===== config.mk =====
export PLATFORM = sky130hd
export DESIGN_NAME = cur_sync_demod
export DESIGN_NICKNAME = d
export VERILOG_FILES = /design/src/rtl/cdm_pkg.sv /design/src/rtl/cdm_blank.sv /design/src/rtl/cdm_acc.sv /design/src/rtl/cdm_div.sv /design/src/rtl/cur_sync_demod.sv
export SDC_FILE = /design/constraint.sdc
export NUM_CORES = 1
export LEC_CHECK = 0
export BUFFER_PORTS_ARGS = -buffer_cell sky130_fd_sc_hd__buf_2
export CAP_MARGIN = 25
export CORE_MARGIN = 1.5
export CORE_UTILIZATION = 64
export CTS_BUF_LIST = sky130_fd_sc_hd__clkbuf_2
export CTS_CLUSTER_SIZE = 14
export DETAILED_ROUTE_END_ITERATION = 7
export PLACE_DENSITY = 0.83
export SYNTH_ARGS = -nofsm -noshare
export SYNTH_HDL_FRONTEND = slang
export SYNTH_SLANG_ARGS = --single-unit

===== constraint.sdc =====
create_clock -name clk -period 4.9 [get_ports clk]
set_clock_uncertainty 0.1 [all_clocks]
set_input_delay 0.98 -clock clk [delete_from_list [all_inputs] [get_ports clk]]
set_output_delay 0.98 -clock clk [all_outputs]
set_load 0.005 [all_outputs]

===== src/rtl/cdm_pkg.sv =====
package cdm_pkg;

   typedef enum logic [1:0] {
      BR_DRIVE   = 2'd0,
      BR_FW_LOW  = 2'd1,
      BR_FW_HIGH = 2'd2,
      BR_OFF     = 2'd3
   } br_state_e;

   // Whether the shunt of channel ch (0 = A, 1 = B) carries current.
   function automatic logic shunt_on(input logic [1:0] st, input logic pol, input int ch);
      br_state_e s;
      s = br_state_e'(st);
      if (ch == 0) return (s == BR_FW_LOW)  || (s == BR_DRIVE && !pol);
      else         return (s == BR_FW_HIGH) || (s == BR_DRIVE &&  pol);
   endfunction

endpackage


===== src/rtl/cdm_blank.sv =====
module cdm_blank #(
   parameter int BLANK = 3
) (
   input  logic clk,
   input  logic rst_n,
   input  logic smp_valid,
   input  logic state_chg,
   output logic accept
);
   localparam int BL_W = $clog2(BLANK + 1);

   logic [BL_W-1:0] left_q;

   assign accept = smp_valid && !state_chg && (left_q == '0);

   always_ff @(posedge clk) begin
      if (!rst_n)
         left_q <= '0;
      else if (state_chg)
         left_q <= BL_W'(BLANK);
      else if (smp_valid && left_q != '0)
         left_q <= left_q - 1'b1;
   end
endmodule


===== src/rtl/cdm_acc.sv =====
module cdm_acc #(
   parameter int SMP_W = 16,
   parameter int ACC_W = 26
) (
   input  logic                    clk,
   input  logic                    rst_n,
   input  logic                    valley,
   input  logic                    take,
   input  logic                    pos,
   input  logic signed [SMP_W-1:0] smp,
   output logic signed [ACC_W-1:0] sum
);
   logic signed [ACC_W-1:0] ext, term;

   assign ext  = ACC_W'(smp);
   assign term = pos ? ext : -ext;

   always_ff @(posedge clk) begin
      if (!rst_n)
         sum <= '0;
      else if (valley)
         sum <= take ? term : '0;
      else if (take)
         sum <= sum + term;
   end
endmodule


===== src/rtl/cdm_div.sv =====
module cdm_div #(
   parameter int NUM_W = 26,
   parameter int DEN_W = 10,
   parameter int OUT_W = 17
) (
   input  logic                    clk,
   input  logic                    rst_n,
   input  logic                    start,
   input  logic signed [NUM_W-1:0] num,
   input  logic [DEN_W-1:0]        den,
   output logic                    done,
   output logic signed [OUT_W-1:0] quo
);
   localparam int IT_W = $clog2(NUM_W + 1);

   logic             busy, neg;
   logic [IT_W-1:0]  it;
   logic [NUM_W-1:0] dvd;
   logic [DEN_W-1:0] rem, den_q;
   logic [DEN_W:0]   trial;
   logic             fits;
   logic [OUT_W-2:0] mag;

   assign trial = {rem, dvd[NUM_W-1]};
   assign fits  = trial >= {1'b0, den_q};

   always_ff @(posedge clk) begin
      if (!rst_n) begin
         busy  <= 1'b0;
         done  <= 1'b0;
         neg   <= 1'b0;
         it    <= '0;
         dvd   <= '0;
         rem   <= '0;
         den_q <= '0;
      end else begin
         done <= 1'b0;
         if (start) begin
            busy  <= 1'b1;
            neg   <= num[NUM_W-1];
            dvd   <= num[NUM_W-1] ? NUM_W'(-num) : NUM_W'(num);
            rem   <= '0;
            den_q <= den;
            it    <= IT_W'(NUM_W);
         end else if (busy) begin
            rem <= fits ? DEN_W'(trial - {1'b0, den_q}) : trial[DEN_W-1:0];
            dvd <= {dvd[NUM_W-2:0], fits};
            it  <= it - 1'b1;
            if (it == IT_W'(1)) begin
               busy <= 1'b0;
               done <= 1'b1;
            end
         end
      end
   end

   // Defensive clip: the average magnitude never exceeds 2^(OUT_W-2).
   assign mag = (|dvd[NUM_W-1:OUT_W-1]) ? '1 : dvd[OUT_W-2:0];
   assign quo = neg ? -$signed({1'b0, mag}) : $signed({1'b0, mag});
endmodule


===== src/rtl/cur_sync_demod.sv =====
module cur_sync_demod #(
   parameter int SMP_W = 16,
   parameter int CNT_W = 10,
   parameter int BLANK = 3
) (
   input  logic                    clk,
   input  logic                    rst_n,
   input  logic                    smp_valid,
   input  logic signed [SMP_W-1:0] smp_a,
   input  logic signed [SMP_W-1:0] smp_b,
   input  logic [1:0]              bridge_st,
   input  logic                    drv_pol,
   input  logic                    state_chg,
   input  logic                    valley,
   output logic                    res_valid,
   output logic signed [SMP_W:0]   res_a,
   output logic signed [SMP_W:0]   res_b,
   output logic [CNT_W-1:0]        res_cnt,
   output logic                    no_demod
);
   import cdm_pkg::*;

   localparam int ACC_W   = SMP_W + CNT_W;
   localparam int OUT_W   = SMP_W + 1;
   localparam int NCH     = 2;
   localparam int CNT_MAX = (1 << CNT_W) - 1;

   if (SMP_W < 2)  begin : g_bad_smp   $error("SMP_W must be at least 2");  end
   if (CNT_W < 2)  begin : g_bad_cnt   $error("CNT_W must be at least 2");  end
   if (BLANK < 1)  begin : g_bad_blank $error("BLANK must be at least 1"); end

   logic                    accept, take, full;
   logic [CNT_W-1:0]        cnt_q, cnt_pend;
   logic                    chg_seen, nd_pend;
   logic signed [SMP_W-1:0] smp   [NCH];
   logic signed [ACC_W-1:0] sum   [NCH];
   logic signed [OUT_W-1:0] quo   [NCH];
   logic [NCH-1:0]          done;

   assign smp[0] = smp_a;
   assign smp[1] = smp_b;
   assign full   = cnt_q == CNT_W'(CNT_MAX);
   assign take   = accept && (valley || !full);

   cdm_blank #(.BLANK(BLANK)) u_blank (
      .clk(clk), .rst_n(rst_n), .smp_valid(smp_valid),
      .state_chg(state_chg), .accept(accept)
   );

   for (genvar c = 0; c < NCH; c++) begin : g_ch
      logic pos;
      assign pos = shunt_on(bridge_st, drv_pol, c);

      cdm_acc #(.SMP_W(SMP_W), .ACC_W(ACC_W)) u_acc (
         .clk(clk), .rst_n(rst_n), .valley(valley), .take(take),
         .pos(pos), .smp(smp[c]), .sum(sum[c])
      );

      cdm_div #(.NUM_W(ACC_W), .DEN_W(CNT_W), .OUT_W(OUT_W)) u_div (
         .clk(clk), .rst_n(rst_n), .start(valley), .num(sum[c]),
         .den(cnt_q), .done(done[c]), .quo(quo[c])
      );
   end

   always_ff @(posedge clk) begin
      if (!rst_n) begin
         cnt_q    <= '0;
         chg_seen <= 1'b0;
         cnt_pend <= '0;
         nd_pend  <= 1'b0;
      end else if (valley) begin
         cnt_pend <= cnt_q;
         nd_pend  <= !chg_seen || (cnt_q == '0);
         cnt_q    <= take ? CNT_W'(1) : '0;
         chg_seen <= state_chg;
      end else begin
         if (take) cnt_q <= cnt_q + 1'b1;
         if (state_chg) chg_seen <= 1'b1;
      end
   end

   always_ff @(posedge clk) begin
      if (!rst_n) begin
         res_valid <= 1'b0;
         res_a     <= '0;
         res_b     <= '0;
         res_cnt   <= '0;
         no_demod  <= 1'b0;
      end else begin
         res_valid <= done[0];
         if (done[0]) begin
            res_a    <= nd_pend ? '0 : quo[0];
            res_b    <= nd_pend ? '0 : quo[1];
            res_cnt  <= cnt_pend;
            no_demod <= nd_pend;
         end
      end
   end
endmodule


==> results.md <==
- Power Internal: around 2.8 mW
- Die X: 154 µm
- Async set or reset register ratio after synthesis: 0
- CTS root buf: clkbuf_2
- Combinational cell fraction of total power: 0.316
- Gr ovfl total: 0
- Sw Pwr: 1.66 mW
- Vias: approximately 14,000
- Antenna Violating Nets Remaining: 0
- Final hold vios: 0
- Post-CTS Hold Buffers: 0
- Nature of the critical path endpoint: flop
- Final setup fails: 0
- GPL Wtd Cong: ~1
- Outcome: finished, final reports clean
- Seq cells post-synth: 209
- Worst EP arrival: 4.53 ns
- Mapped Area: ~0.015 mm²
- Post-DP Area: 0.0151 mm²
- R2r setup slk: around 1.2 ns
- Switching share of power: 0.374
- Syn_nets: 1,966
- Final net count: 2,027
- Gr usage total: 0.311
- H-tree depth: 2
- Delay-heaviest family, CP: compound AO/OA/AOI/OAI gates
- Final worst-path cycle share: 0.811
- Drt total wl: around 37,000 µm
- Fin crit period: 3.97 ns
- Clk pwr share: 0.246
- Max incr delay on CP: 0.44 ns
- Yosys Warn Count: 0
- DR WL/cell: 16.9 µm
- Syn_area_per_cell: about 7.9 µm²
- Most common cell after layout, fill and taps aside: dfxtp_1
- Vias per cell: 6.29
- Core area: approximately 0.022 mm²
- Drt drc: 0
- Worst path cell trace: buf_2 > nor4_1 > nand2_1 > nor3_1 > nor2_1 > xor2_1 > ha_1 > a21oi_1 > o211ai_1 > a221oi_1 > a21oi_1 > o21ai_0 > a211oi_1 > o2111a_1 > o31a_1
- CP Launch Type: primary input
- Vias in the first global route: 12,900
- Power density cells: between 200 and 300 mW/mm²
- Final Max Slew Viols: 0
- CTS tree: done
- Clk_lat worst skew: 0.84 ns
- Req. time, crit path: 5.46 ns
- Buffers on Ports: 85
- Drt first pass iters: 6
- Resized Gates After CTS: 0
- First-pass GRT wire length: 61,600 µm
- Slew @ Worst Pin: 1.02 ns
- Pin count of the biggest net entering global routing: 75
- Share of cells above drive strength 1: 0.111
- Post-route cell area: about 0.016 mm²
- Cts bufs inserted: 54
- P&R area growth vs syn: 6.86%
- CTS max path bufs: 3
- WP buf/inv: 1
- Post-synth cell types: 72
- Sequential power share: 0.438
- Max_cap viols: 0
- Setup bufs post-CTS: 0
- Post-synth EDFFs: 0
- Die footprint: 0.0236 mm²
- Most frequent CP cell: a21oi_1
- Sequential area share after synthesis: 0.288
- Worst Hold Class: flop to flop
- Util after Layout: 0.705
- Commonest cells after routing, fill and taps aside: 207 x dfxtp_1, 198 x nor2_1, 130 x nand2_1
- Fillers: 1,850
- Row cnt: 54
- Worst path slowest cell: nor4_1
- Top Ports: 86
- Slew headroom: 0.320
- Initial Util: 0.660
- Worst setup path category: primary input to flop
- Unrepaired setup endpoints after global routing: no
- Die height: 154 µm
- Cells after synthesis: 1,832
- Leakage: 6.40 nW
- Worst Path Max Fanout: 6
- Pre-CTS setup slack: 0.177 ns
- Maximum operating frequency: around 0.25 GHz
- Setup ws final: 0.926 ns
- Worst VDD drop: 0.140 mV
- Setup TNS Final: 0 ns
- Main synth FF type: dfxtp_1
- Antenna violations before repair: 1
- Clock Sinks: 209
- Dpl hpwl: 27,000 µm
- Clock slew at reported path FFs: approximately 0.10 ns
- Power Total: 4.45 mW
- Initial DRC Count: 1,097
-- synthesized netlist by cell type (16+ instances only) --
cell type / count / area (µm²)
nor3_1: 47 / 235
nor2b_1: 54 / 338
ha_1: 90 / 1130
nand2b_1: 16 / 100
xor2_1: 72 / 631
nor2_1: 199 / 747
o31ai_1: 22 / 165
nand2_1: 130 / 488
a211oi_1: 106 / 796
dfxtp_1: 209 / 4180
o22ai_1: 22 / 138
o21ai_0: 126 / 631
a21oi_1: 129 / 646
xnor2_1: 74 / 648
clkbuf_1: 90 / 338
nand4_1: 19 / 119
a21o_1: 28 / 210
nor4_1: 17 / 106
nand3_1: 25 / 125
mux2i_1: 57 / 571
inv_1: 47 / 176
a221oi_1: 17 / 149
-- registers in the layout, indices dropped and copies added, names as in the netlist, 2 cells and up --
signal            flops
g_ch.u_div.busy       2
cnt_q                10
g_ch.u_acc.sum       52
g_ch.u_div.dvd       52
g_ch.u_div.den_q     10
res_cnt              10
g_ch.u_div.neg        2
u_blank.left_q        2
g_ch.u_div.it        10
res_a                17
g_ch.u_div.rem       20
res_b                17
-- logic make-up after synthesis --
kind of cell / Yosys count / synth area share
AOI/OAI and AO/OA: 580 / 0.261
xor gates and xnor gates: 146 / 0.0880
adders and majority gates: 94 / 0.0830
buffers and inverters: 153 / 0.0406
DFF: 209 / 0.288
muxes: 58 / 0.0400
and+or+nand+nor: 592 / 0.199
-- worst register-to-register path, cell delays in order, from the launching register on --
cell      delay [ns]
dfxtp_1         0.34
nor4_1          0.35
nand4_1         0.15
buf_4           0.21
nor2_1          0.15
ha_1            0.19
or3b_2          0.52
nor4b_1         0.41
nand2_1         0.13
nor3_1          0.37
nand3_1         0.15
o311ai_0        0.43
a21oi_1         0.11
-- per-layer routing --
layer | up-vias | track usage | share of wire
met5 | - | 0 | 0
met4 | 0 | 0.104 | 0.024
met3 | 77 | 0.0490 | 0.077
met2 | 503 | 0.493 | 0.44
met1 | 6389 | 0.432 | 0.46
li1 | 6896 | - | -
-- final cells by class --
| type | instances | area [µm²] | share of cell area |
|---|---|---|---|
| antenna | 1 | 2.50 | 0.000161 |
| clock inverter | 8 | 31.3 | 0.00201 |
| sequential | 209 | 4190 | 0.270 |
| clock buffer | 77 | 385 | 0.0248 |
| inverter | 49 | 186 | 0.0120 |
| tap | 280 | 350 | 0.0226 |
| timing repair buffer | 109 | 612 | 0.0394 |
| multi-input combinational | 1470 | 9770 | 0.629 |
-- power groups by stage --
stage	clock network, mW	logic (mW)	registers (mW)
final	1.10	1.41	1.95
after floorplan	0	1.11	1.92
after detailed placement	0	1.38	1.98
after global routing	1.20	1.56	1.96
after global placement	0	1.33	1.98
after CTS	1.12	1.38	1.94
-- path summary, 6_finish.rpt --
kind                                                          from                            endpoint  cells after the start
worst max-delay path                                      smp_b[4]  g_ch[1].u_acc.sum[25]$_SDFFE_PN0P_                     15
worst min-delay path                        res_a[14]$_SDFFE_PN0P_              res_a[14]$_SDFFE_PN0P_                      2
worst max register to register  g_ch[0].u_div.dvd[16]$_SDFFE_PN0P_              res_a[16]$_SDFFE_PN0P_                     12
worst min register to register              res_a[14]$_SDFFE_PN0P_              res_a[14]$_SDFFE_PN0P_                      2
-- metrics by stage --
stage	instances	hold slack, ns
floorplan	1832	0.323
global placement	2116	0.331
detailed placement	2117	0.341
CTS	2202	0.362
global route	2203	0.383
finish	2203	0.356
Power figures use the tool's default switching activity.
